===== src/rtl/sat_alu_pkg.sv =====
package sat_alu_pkg;

    parameter int unsigned DATA_W   = 32;
    parameter int unsigned FLAG_POS = 27;

    localparam logic [2:0] OP_SADD = 3'd0;
    localparam logic [2:0] OP_SSUB = 3'd1;
    localparam logic [2:0] OP_DADD = 3'd2;
    localparam logic [2:0] OP_DSUB = 3'd3;
    localparam logic [2:0] OP_CLZ  = 3'd4;

    typedef enum logic [0:0] {
        FLG_IDLE   = 1'b0,
        FLG_STICKY = 1'b1
    } flag_state_e;

endpackage


===== src/rtl/sat_double.sv =====
module sat_double #(
    parameter int unsigned W = 32
) (
    input  logic [W-1:0] din,
    output logic [W-1:0] dout,
    output logic         clamp
);
    localparam logic [W-1:0] MAX_V = {1'b0, {(W-1){1'b1}}};
    localparam logic [W-1:0] MIN_V = {1'b1, {(W-1){1'b0}}};

    always_comb begin
        clamp = din[W-1] ^ din[W-2];
        if (clamp) begin
            dout = din[W-1] ? MIN_V : MAX_V;
        end else begin
            dout = {din[W-2:0], 1'b0};
        end
    end
endmodule


===== src/rtl/sat_addsub.sv =====
module sat_addsub #(
    parameter int unsigned W = 32
) (
    input  logic [W-1:0] lhs,
    input  logic [W-1:0] rhs,
    input  logic         do_sub,
    output logic [W-1:0] sum,
    output logic         clamp
);
    localparam logic [W-1:0] MAX_V = {1'b0, {(W-1){1'b1}}};
    localparam logic [W-1:0] MIN_V = {1'b1, {(W-1){1'b0}}};

    logic [W:0] lhs_x;
    logic [W:0] rhs_x;
    logic [W:0] wide;

    always_comb begin
        lhs_x = {lhs[W-1], lhs};
        rhs_x = {rhs[W-1], rhs};
        wide  = do_sub ? (lhs_x - rhs_x) : (lhs_x + rhs_x);
        clamp = wide[W] ^ wide[W-1];
        if (clamp) begin
            sum = wide[W] ? MIN_V : MAX_V;
        end else begin
            sum = wide[W-1:0];
        end
    end
endmodule


===== src/rtl/lz_count.sv =====
module lz_count #(
    parameter int unsigned W     = 32,
    parameter int unsigned CNT_W = $clog2(W) + 1
) (
    input  logic [W-1:0]     vec,
    output logic [CNT_W-1:0] zeros
);
    logic found;

    always_comb begin
        zeros = CNT_W'(W);
        found = 1'b0;
        for (int i = W - 1; i >= 0; i--) begin
            if (!found && vec[i]) begin
                zeros = CNT_W'(W - 1 - i);
                found = 1'b1;
            end
        end
    end
endmodule


===== src/rtl/sat_flag_fsm.sv =====
module sat_flag_fsm
    import sat_alu_pkg::*;
(
    input  logic clk,
    input  logic rst_n,
    input  logic sat_evt,
    input  logic clr_req,
    output logic flag
);
    flag_state_e state_q;
    flag_state_e state_d;

    always_comb begin
        state_d = state_q;
        unique case (state_q)
            FLG_IDLE: begin
                if (sat_evt) state_d = FLG_STICKY;
            end
            FLG_STICKY: begin
                if (!sat_evt && clr_req) state_d = FLG_IDLE;
            end
            default: state_d = FLG_IDLE;
        endcase
    end

    always_ff @(posedge clk or negedge rst_n) begin
        if (!rst_n) state_q <= FLG_IDLE;
        else        state_q <= state_d;
    end

    always_comb begin
        flag = (state_q == FLG_STICKY);
    end


    set_on_event_chk: assert property (@(posedge clk) disable iff (!rst_n)
        sat_evt |=> flag);


    sticky_hold_chk: assert property (@(posedge clk) disable iff (!rst_n)
        (flag && !clr_req) |=> flag);


    clear_only_chk: assert property (@(posedge clk) disable iff (!rst_n)
        (clr_req && !sat_evt) |=> !flag);


    rise_needs_event_chk: assert property (@(posedge clk) disable iff (!rst_n)
        $rose(flag) |-> $past(sat_evt));
endmodule


===== src/rtl/sat_alu.sv =====
module sat_alu
    import sat_alu_pkg::*;
#(
    parameter int unsigned W      = sat_alu_pkg::DATA_W,
    parameter int unsigned FLAG_B = sat_alu_pkg::FLAG_POS
) (
    input  logic         clk,
    input  logic         rst_n,
    input  logic         op_valid,
    input  logic [2:0]   op_sel,
    input  logic [W-1:0] opnd_a,
    input  logic [W-1:0] opnd_b,
    input  logic         flag_clr,
    output logic [W-1:0] result,
    output logic [W-1:0] status_word
);
    localparam int unsigned CNT_W = $clog2(W) + 1;
    localparam logic [W-1:0] MAX_V = {1'b0, {(W-1){1'b1}}};
    localparam logic [W-1:0] MIN_V = {1'b1, {(W-1){1'b0}}};

    logic [W-1:0]     dbl_val;
    logic             dbl_clamp;
    logic [W-1:0]     rhs_sel;
    logic             use_dbl;
    logic             do_sub;
    logic [W-1:0]     as_val;
    logic             as_clamp;
    logic [CNT_W-1:0] lz_val;
    logic [W-1:0]     res_d;
    logic             res_en;
    logic             sat_evt;
    logic             flag;

    sat_double #(.W(W)) u_dbl (
        .din   (opnd_b),
        .dout  (dbl_val),
        .clamp (dbl_clamp)
    );

    always_comb begin
        use_dbl = (op_sel == OP_DADD) || (op_sel == OP_DSUB);
        do_sub  = (op_sel == OP_SSUB) || (op_sel == OP_DSUB);
        rhs_sel = use_dbl ? dbl_val : opnd_b;
    end

    sat_addsub #(.W(W)) u_as (
        .lhs    (opnd_a),
        .rhs    (rhs_sel),
        .do_sub (do_sub),
        .sum    (as_val),
        .clamp  (as_clamp)
    );

    lz_count #(.W(W), .CNT_W(CNT_W)) u_lz (
        .vec   (opnd_a),
        .zeros (lz_val)
    );

    always_comb begin
        res_d   = result;
        res_en  = 1'b0;
        sat_evt = 1'b0;
        unique case (op_sel)
            OP_SADD, OP_SSUB: begin
                res_d   = as_val;
                res_en  = op_valid;
                sat_evt = op_valid && as_clamp;
            end
            OP_DADD, OP_DSUB: begin
                res_d   = as_val;
                res_en  = op_valid;
                sat_evt = op_valid && (as_clamp || dbl_clamp);
            end
            OP_CLZ: begin
                res_d   = {{(W-CNT_W){1'b0}}, lz_val};
                res_en  = op_valid;
            end
            default: begin
                res_d   = result;
                res_en  = 1'b0;
            end
        endcase
    end

    always_ff @(posedge clk or negedge rst_n) begin
        if (!rst_n)      result <= '0;
        else if (res_en) result <= res_d;
    end

    sat_flag_fsm u_flag (
        .clk     (clk),
        .rst_n   (rst_n),
        .sat_evt (sat_evt),
        .clr_req (flag_clr),
        .flag    (flag)
    );

    always_comb begin
        status_word         = '0;
        status_word[FLAG_B] = flag;
    end


    hold_idle_chk: assert property (@(posedge clk) disable iff (!rst_n)
        !op_valid |=> $stable(result));


    clamp_value_chk: assert property (@(posedge clk) disable iff (!rst_n)
        (op_valid && op_sel < 3'd4 && as_clamp) |=> (result == MAX_V || result == MIN_V));


    lz_no_flag_chk: assert property (@(posedge clk) disable iff (!rst_n)
        (op_valid && op_sel == OP_CLZ && !flag) |=> !flag);


    dbl_flag_chk: assert property (@(posedge clk) disable iff (!rst_n)
        (op_valid && use_dbl && dbl_clamp) |=> flag);
endmodule


===== config.mk =====
export PLATFORM = sky130hd
export DESIGN_NAME = sat_alu
export DESIGN_NICKNAME = d
export VERILOG_FILES = /design/src/rtl/sat_alu_pkg.sv /design/src/rtl/sat_double.sv /design/src/rtl/sat_addsub.sv /design/src/rtl/lz_count.sv /design/src/rtl/sat_flag_fsm.sv /design/src/rtl/sat_alu.sv
export SDC_FILE = /design/constraint.sdc
export NUM_CORES = 1
export LEC_CHECK = 0
export ABC_AREA = 1
export BUFFER_PORTS_ARGS = -buffer_cell sky130_fd_sc_hd__buf_4
export CAP_MARGIN = 20
export CORE_MARGIN = 2
export CORE_UTILIZATION = 59
export CTS_CLUSTER_SIZE = 16
export DETAILED_ROUTE_END_ITERATION = 10
export GPL_TIMING_DRIVEN = 0
export PLACE_DENSITY = 0.88
export SYNTH_ARGS = -nofsm -noshare
export SYNTH_HDL_FRONTEND = slang
export SYNTH_SLANG_ARGS = --single-unit

===== constraint.sdc =====
create_clock -name clk -period 1.3 [get_ports clk]
set_clock_uncertainty 0.05 [all_clocks]
set_input_delay 0 -clock clk [delete_from_list [all_inputs] [get_ports clk]]
set_output_delay 0 -clock clk [all_outputs]
set_load 0.02 [all_outputs]

; ---- After elaboration in Yosys (flattened, before gate mapping)
; Index checks and enable logic that the tools add are counted.
[totals]
elab_cells = 162
output_inout_bits = 64
reg_bits = 33
[classes]
n_bitwise = 3
n_reduce_logical = 76
n_eq_ne = 4
mux = 75
n_addsub = 2
[ops]
columns = op, count
row1 = $mux 6, 32
row2 = $mux 32, 5
row3 = $pmux 32 s2, 1
row4 = $logic_and 1x1->1, 34
row5 = $mux 1, 34
row6 = $add 32x32->33, 1
row7 = $mux 33, 1
row8 = $sub 32x32->33, 1
row9 = $logic_not 1->1, 32
row10 = $eq 3x2->1 const B, 2
row11 = $reduce_or 5->1, 1
row12 = $pmux 1 s2, 2
row13 = $reduce_or 2->1, 2
row14 = $reduce_or 4->1, 1
row15 = $eq 3x1->1 const B, 1
row16 = $eq 3x3->1 const B, 1
row17 = $logic_not 3->1, 1
row18 = $logic_or 1x1->1, 3
row19 = $reduce_and 2->1, 1
row20 = $reduce_bool 2->1, 1
row21 = $xor 1x1->1, 2
row22 = $not 1->1, 1

; ---- Logic depth before layout (Yosys ltp)
; Gate-level depths: netlist of the first run.
[logic_depth]
depth_word = 95
mapped_depth = 38
ltp_nobuf = 36

; ---- Hierarchy
; Synthesis of the first run repeated with hierarchy kept, for this count alone.
[hier_totals]
hier_cells = 1142
hier_area_um2 = 6424.9
[by_module_without_submodules]
columns = module, area_per_inst_um2, n_inst, cells_per_inst
row1 = sat_addsub, 3255.6, 1, 649
row2 = sat_alu, 2060.7, 1, 305
row3 = lz_count, 649.4, 1, 106
row4 = sat_double, 419.2, 1, 77
row5 = sat_flag_fsm, 40.0, 1, 5

; ---- Least setup slack after synthesis of the first run
; Ideal clock, no wire load.
[synth_path]
kind = in2reg
startpoint = in opnd_b[30]
endpoint = reg result[28]
path_slack_ns = -3.194
setup_ns = 0.120
n_path_buf = 4
path_stages = 36
arrival_ns = 4.324
cell_sequence = inv_1 -> ha_1 -> inv_2 -> buf_6 -> buf_2 -> buf_2 -> nor2_1 -> o22ai_1 -> inv_1 -> nand4_1 -> nor2_1 -> nand4_1 -> nor3_2 -> nand4_1 -> nor3_2 -> nand2_1 -> nor3_1 -> nand2_1 -> nor3_1 -> nor2_1 -> xor2_1 -> inv_1 -> ha_1 -> a21oi_1 -> o21ai_0 -> nand2_1 -> o311ai_0 -> a221oi_1 -> inv_1 -> nand2_1 -> nand3_1 -> nand2_4 -> inv_2 -> buf_6 -> o21ai_1 -> nand2_1
[synth_via]
elab_chain_cells = 8
[synth_lines]
columns = item, line
row1 = from (decl), sat_alu.sv:12  ; input logic [W-1:0] opnd_b,
row2 = $xor 1x1->1, sat_double.sv:12  ; clamp = din[W-1] ^ din[W-2];
row3 = $mux 32, sat_double.sv:13  ; if (clamp) begin
row4 = $mux 32 *, sat_alu.sv:43  ; rhs_sel = use_dbl ? dbl_val : opnd_b;
row5 = $add 32x32->33 / $sub 32x32->33 (equally long branches), sat_addsub.sv:20  ; wide = do_sub ? (lhs_x - rhs_x) : (lhs_x + rhs_x);
row6 = $mux 33 *, sat_addsub.sv:20
row7 = $mux 32 / $xor 1x1->1 (equally long branches), "sat_addsub.sv:23, sat_addsub.sv:21"
row8 = $mux 32 *, sat_addsub.sv:22  ; if (clamp) begin
row9 = $pmux 32 s2 *, sat_alu.sv:63  ; unique case (op_sel)
row10 = to (signal assigned), sat_alu.sv:87  ; else if (res_en) result <= res_d;
row11 = to (decl), sat_alu.sv:14  ; output logic [W-1:0] result,
; Mark *: on every way between the ends. The rest lies on a longest branch, timed or not.
; A chain may end at the register's enable or synchronous reset.

; ---- Worst setup path in the final report of the first run
[layout_path]
startpoint = in opnd_b[30]
endpoint = reg result[3]
; The elaborated chain is that of the path after synthesis.

==> summary.txt, run 1 <==
Yosys
  • Mapped Cells: 806
  • Cell variety after synth: 46
  • EDFF count, synth: 0
  • Synthesis-stage register bit count: 33
  • Asr flop ratio synth: 100%
  • Avg Inst Size Synth: 6.32 um2
  • Mapped Area: 5100 um2
  • Yosys warns: 0
  • Register area share after synthesis: 16.2%
  • Ys flop type: dfrtp_1

Worst hold path
  • Worst Hold Launch: op_valid
  • Hold EP: result[31]
  • Hold Path Class: input port to flip-flop
  • WHS Path Cells: 3

Job
  • Max_cap viols: 0

Clock network
  • Clock Sink Count: 33
  • CTS max path bufs: 2
  • CTS tree: yes
  • Clk_lat worst skew: 0.30 ns
  • H-tree Lvls: 2
  • Worst-path clk slew: 0.08 ns
  • Cts bufs inserted: 5
  • Root buffer cell: clkbuf_8

Final layout
  • Area Growth Syn to Fin: 41.3%
  • Final Cell Area: 7200 um2
  • Layout cells sized above 1: 30.7%
  • Ant. Diodes: 0
  • Filler cells: 438
  • Layout Nets: 1095

Timing
  • Final TNS setup: -123.47 ns
  • Unrepaired setup endpoints after global routing: yes
  • Fmax: 194 MHz
  • # setup viols final: 33
  • Worst-Margin Slew: 0.816 ns
  • Final Critical Period: 5.16 ns
  • Max transition margin: 45.1%
  • Endpoints failing hold: 0
  • Final Cycle Share: 397%
  • Final worst slack: -3.86 ns
  • Fin. max-slew vios: 0

Power and ir drop
  • Tot Pwr: 9.43 mW
  • Maximum VDD drop: 0.000776 V
  • Combinational power share: 70.0%
  • Clock power share: 11.5%
  • Power Density: 1310 nW/um2
  • Static Leak: 3.82 nW
  • Net load switching power: 4.81 mW
  • Sw frac: 51.0%
  • Internal: 4.62 mW
  • Register share of total power: 18.5%

Setup path
  • Worst setup EP type: flip-flop
  • Reg2reg path depth: 2
  • R2R Path Start: result[2]
  • Reg-to-reg endpoint: result[2]
  • Slowest CP cell: a21oi_1
  • Critical Path AT: 5.36 ns
  • Max incr delay on CP: 0.35 ns
  • Crit Path Class: input port to flip-flop
  • Critical path data required time: 1.50 ns
  • Startpoint type of the worst setup path: input port
  • Reg2reg setup slack: 0.46 ns
  • Worst-path fanout max: 5

GRT
  • Total track usage: 37.8%
  • First-pass GRT wire length: 29.5 mm
  • Largest net degree at the start of global routing: 34
  • Total grt overflow: 0
  • Initial antenna violation count: 0
  • Vias in the first global route: 6094

Routing
  • Routed len/inst: 20.0 um
  • Vias per cell: 6.30
  • DR pass1 iterations: 7
  • Drt total wl: 21.9 mm
  • Final ANT Viol Nets: 0
  • Via Count: 6891
  • Number of DRC markers in iteration 0: 698
  • Drt drc: 0

Place
  • Placed inst area: 6250 um2
  • Port buffer count: 103
  • RePlAce Congestion: 0.990
  • DP HPWL: 13.0 mm
  • Post-place setup slack: -4.08 ns

Die
  • Placement Rows: 33
  • Die area: 9400 um2
  • Area of the core: 8300 um2
  • Num ports: 135
  • Initial core utilization: 61.4%
  • Chip width: 97.0 um
  • Die H: 97.0 um

Status
  • Run status: finished, violations left
  • Failing checks: negative setup slack
worst max path at each step:
stage	cells after the start	slack, ns	startpoint	to
CTS	39	-3.20	opnd_b[30]	result[3]
detailed placement	34	-4.08	opnd_b[30]	u_flag.flag
finish	38	-3.86	opnd_b[30]	result[3]
global placement	34	-3.95	opnd_b[30]	u_flag.flag
global route	37	-4.11	opnd_b[30]	result[15]
floorplan	35	-3.12	opnd_b[30]	result[2]
cells in the mapped netlist, drive strengths merged (6+ instances only):
| cell type | count | area share [%] |
|---|---|---|
| o21a | 6 | 0.88 |
| ha | 36 | 8.8 |
| nand3 | 19 | 1.9 |
| buf | 42 | 6.3 |
| a21oi | 70 | 6.9 |
| o21ai | 66 | 6.6 |
| inv | 96 | 7.1 |
| nand2 | 188 | 15 |
| xnor2 | 16 | 2.7 |
| dfrtp | 33 | 16 |
| nor3 | 8 | 0.98 |
| xor2 | 45 | 7.7 |
| or2 | 6 | 0.74 |
| clkbuf | 6 | 0.44 |
| a21o | 8 | 1.2 |
| nand4 | 31 | 3.8 |
| nor2 | 94 | 7.6 |
through the flow:
step	utilization (%)	hold WS, ns	cells
2_1_floorplan	-	-0.346	836
3_3_place_gp	75.3	-0.105	1044
3_5_place_dp	75.3	-0.0987	1044
4_1_cts	83.4	0.0145	1082
5_1_grt	86.8	0.0377	1093
6_report	86.8	0.0195	1093
registers in the layout, indices dropped and copies added, names as in the netlist:
register,count
u_flag.flag,1
result,32
layer usage:
metal | GRT usage [%] | vias up | part of all wire (%)
met1 | 46.1 | 3093 | 35
met5 | 0 | - | 0
met3 | 4.41 | 174 | 11
li1 | - | 2971 | -
met4 | 16.7 | 0 | 7.3
met2 | 66.8 | 653 | 47
critical path, delay by kind of cell:
kind            cells  cell delay, ns
simple gates       17            2.11
compound gates      6            1.17
buf+inv            11            1.16
fa+ha+maj           2            0.48
xor+xnor            2            0.41
cell usage in the layout (no fill, tap or decap), types with 17 or more instances in the layout:
| cell | Yosys | routed |
|---|---|---|
| nand3_1 | 19 | 17 |
| ha_1 | 36 | 32 |
| nand2_1 | 175 | 164 |
| buf_4 | 33 | 162 |
| dfrtp_1 | 33 | 33 |
| a21oi_2 | 1 | 17 |
| inv_1 | 90 | 85 |
| nor2_1 | 89 | 80 |
| o21ai_0 | 50 | 32 |
| nand4_1 | 31 | 31 |
| conb_1 | 1 | 31 |
| a21oi_1 | 69 | 52 |
| xor2_1 | 45 | 44 |
power by group through the flow:
stage	Clock, mW	Sequential, mW	Combinational, mW
2_1_floorplan	0	2.14	2.75
3_3_place_gp	0	1.65	4.70
3_5_place_dp	0	1.68	4.81
4_1_cts	1.02	1.68	5.68
5_1_grt	1.08	1.77	6.89
6_report	1.08	1.74	6.60
layout make-up:
type                       count  area (um2)  share of cell area, %
timing repair buffer         143        1180                   16.4
timing repair inverter         1        8.76                  0.122
buffer                        48         393                   5.46
clock buffer                   6        82.6                   1.15
clock inverter                 2        37.5                  0.521
inverter                      98         402                   5.58
multi-input combinational    657        4140                   57.5
sequential                    33         826                   11.5
tap                          105         131                   1.82
what timing repair did:
action | in CTS | in global routing
pin swaps | 41 | 17
setup buffers | 25 | 11
gates cloned | 2 | 2
hold buffers | 3 | 0
resized for setup | 81 | 38
endpoints found under the setup margin | 33 | 33
endpoints found under the hold margin | 35 | 0
cell families (layout without fill, tap and decap cells):
family,after synthesis,in the layout,share of synthesized area [%]
buf+inv,146,298,14.0
flops,33,33,16.2
xor+xnor,61,61,10.5
fa+ha+maj,37,37,9.23
other cells,1,31,0.0736
simple gates,351,351,30.3
compound gates,177,177,19.7
(Power assumes the default switching activity.)
==> inputs of run 2 (changes only) <==
--- a/config.mk
+++ b/config.mk
@@ -8,6 +8,7 @@
 export ABC_AREA = 1
 export BUFFER_PORTS_ARGS = -buffer_cell sky130_fd_sc_hd__buf_4
 export CAP_MARGIN = 20
+export CORE_ASPECT_RATIO = 0.75
 export CORE_MARGIN = 2
 export CORE_UTILIZATION = 59
 export CTS_CLUSTER_SIZE = 16
==> run 2 against run 1 <==
  * The run ends with design-rule violations, negative setup slack left
  * Fmax shrank 4.0%
  * Sequential power is essentially flat
  * Combinational power grew 0.6%
  * Critical path depth is the same
  * Clock power grew 13%
==> summary.txt, run 2 (same netlist as run 1, synthesis figures left out) <==
Setup path
  • R2R Path Start: result[8]
  • Max incr delay on CP: 0.43 ns (+0.08 ns)
  • Worst setup endpoint: result[15]
  • Reg-to-reg endpoint: result[8]
  • Slowest CP cell: a21oi_1
  • Startpoint type of the worst setup path: input port
  • Worst-path fanout max: 10 (+5)
  • Worst setup EP type: flip-flop
  • Reg2reg setup slack: 0.52 ns (+0.06 ns)
  • Crit path depth: 38 (unchanged)
  • CP startpoint: opnd_b[30]
  • Reg2reg path depth: 2 (unchanged)
  • Cell mode on critical path: buf_4
  • Critical path data required time: 1.42 ns (-0.08 ns)
  • Crit Path Class: input port to flip-flop
  • CP top delay family: buffers and inverters
  • CP Buf/Inv Count: 17 (+6)
  • Critical Path AT: 5.49 ns (+0.13 ns)

GRT
  • Total grt overflow: 0 (unchanged)
  • Initial antenna violation count: 0 (unchanged)
  • Largest net degree at the start of global routing: 34 (unchanged)
  • First-pass GRT wire length: 28.0 mm (-5.1%)
  • Vias in the first global route: 6043 (-0.84%)
  • Total track usage: 36.6% (-1.2 points)

Power and ir drop
  • Maximum VDD drop: 0.00155 V (+100%)
  • Static Leak: 3.99 nW (+4.3%)
  • Power Density: 1290 nW/um2 (-1.6%)

Routing
  • Routed len/inst: 20.0 um (about the same)
  • Number of DRC markers in iteration 0: 1056 (+51%)
  • Via Count: 7208 (+4.6%)
  • Drt drc: 2 (+2)
  • Vias per cell: 6.43 (+2.0%)
  • DR pass1 iterations: 11 (+4)
  • Final ANT Viol Nets: 0 (unchanged)
  • Drt total wl: 22.4 mm (+2.6%)

Final layout
  • Final std cells w/o fill: 1121 (+2.6%)
  • Layout cells sized above 1: 33.0% (+2.3 points)
  • Filler cells: 429 (-2.1%)
  • Final design utilization: 88.3% (+1.5 points)
  • Ant. Diodes: 0 (unchanged)
  • Layout Nets: 1120 (+2.3%)
  • Final Cell Area: 7430 um2 (+3.2%)
  • Area Growth Syn to Fin: 45.8%
  • Most frequent cells in the layout: buf_4 (190), nand2_1 (163), inv_1 (84), nor2_1 (80), a21oi_1 (52)
  • Most common cell after layout, fill and taps aside: buf_4
  • Most flop-heavy register: result
  • Largest register FFs: 32 (unchanged)

Timing
  • Fin. max-slew vios: 0 (unchanged)
  • Final worst slack: -4.08 ns (-0.213 ns)
  • Final TNS setup: -128.97 ns (-5.50 ns)
  • Endpoints failing hold: 0 (unchanged)
  • # setup viols final: 33 (unchanged)
  • Final Cycle Share: 414% (+16 points)
  • Unrepaired setup endpoints after global routing: yes
  • Max transition margin: 37.1% (-8.1 points)
  • Fmax: 186 MHz (-4.0%)
  • Final Critical Period: 5.38 ns (+0.213 ns)
  • Fin Hold WS: 0.0148 ns (-0.00472 ns)
  • Worst-Margin Slew: 0.936 ns (+0.120 ns)

Status
  • Failing checks: design-rule violations, negative setup slack
  • Run status: finished, violations left

Die
  • Die H: 84.5 um (-13%)
  • Area of the core: 8420 um2 (+1.4%)
  • Die area: 9410 um2 (about the same)
  • Num ports: 135 (unchanged)
  • Initial core utilization: 60.6% (-0.87 points)
  • Placement Rows: 29 (-12%)
  • Chip width: 111 um (+15%)

Clock network
  • Clk_lat worst skew: 0.29 ns (about the same)
  • CTS max path bufs: 2 (unchanged)
  • Clock Sink Count: 33 (unchanged)
  • CTS tree: yes
  • Root buffer cell: clkbuf_16
  • Worst-path clk slew: 0.06 ns (-0.02 ns)
  • Cts bufs inserted: 5 (unchanged)
  • H-tree Lvls: 2 (unchanged)

Job
  • Max_cap viols: 0 (unchanged)

Place
  • RePlAce Congestion: 0.988 (-0.19%)
  • DP HPWL: 12.8 mm (-1.5%)
  • Placed inst area: 6250 um2 (about the same)
  • Cells after DPL: 1047 (+0.29%)
  • Port buffer count: 103 (unchanged)

Worst hold path
  • Hold Path Class: input port to flip-flop
-- run 2: cell count changes in the layout (fill, tap and decap cells not counted), sizes merged --
| cell | delta |
|---|---|
| clkinvlp | -1 |
| inv | -1 |
| bufinv | -1 |
| buf | +27 |
| clkbuf | -2 |
| clkinv | +3 |
-- run 2: worst min-delay path by stage --
stage / endpoint / start / cells after the start
2_1_floorplan: result[0] / rst_n / 0
3_3_place_gp: result[24] / rst_n / 1
6_report: result[5] / opnd_a[2] / 4
4_1_cts: result[5] / opnd_a[2] / 4
3_5_place_dp: result[27] / rst_n / 1
5_1_grt: result[5] / opnd_a[2] / 4
-- run 2: final cells by class --
class                   count  area [um2]  share of cell area [%]
repair buffers            169        1350                    18.2
clock inverters             3        17.5                   0.236
multi-input cells         657        4190                    56.4
well taps                 108         135                    1.82
plain buffers              48         384                    5.17
clock buffers               5         125                    1.68
inverters                  98         400                    5.39
flip-flops and latches     33         826                    11.1
-- run 2: repair_timing --
item	CTS	global route
cloned	1	1
endpoints found under the setup margin	33	33
buffers inserted	36	27
pin swaps	27	18
endpoints found under the hold margin	35	0
resized for setup	45	89
hold buffers	3	0
-- run 2: report_power, final --
| group | leakage [nW] | switching, mW | internal, mW |
|---|---|---|---|
| clock | 0.0696 | 0.514 | 0.704 |
| sequential | 0.408 | 0.281 | 1.43 |
| combinational | 3.51 | 4.06 | 2.58 |
-- run 2: layer usage --
metal | wire, um | vias up | GRT usage [%] | share of wire, %
li1 | - | 3019 | - | -
met1 | 7850 | 3232 | 47.3 | 35
met2 | 9800 | 706 | 61.6 | 44
met3 | 3010 | 251 | 5.85 | 13
met4 | 1780 | 0 | 15.2 | 7.9
met5 | 0 | - | 0 | 0
-- run 2: through the flow --
step / setup WS, ns / power, mW
3_5_place_dp: -4.15 / 6.49
5_1_grt: -4.05 / 9.91
2_1_floorplan: -3.12 / 4.89
3_3_place_gp: -3.98 / 6.38
6_report: -4.08 / 9.57
4_1_cts: -3.31 / 8.14
-- run 2: worst reg2reg max path, delay by kind of cell, from the launching register on --
family / cells / cell delay (ns)
DFF: 1 / 0.40
and+or+nand+nor: 2 / 0.20
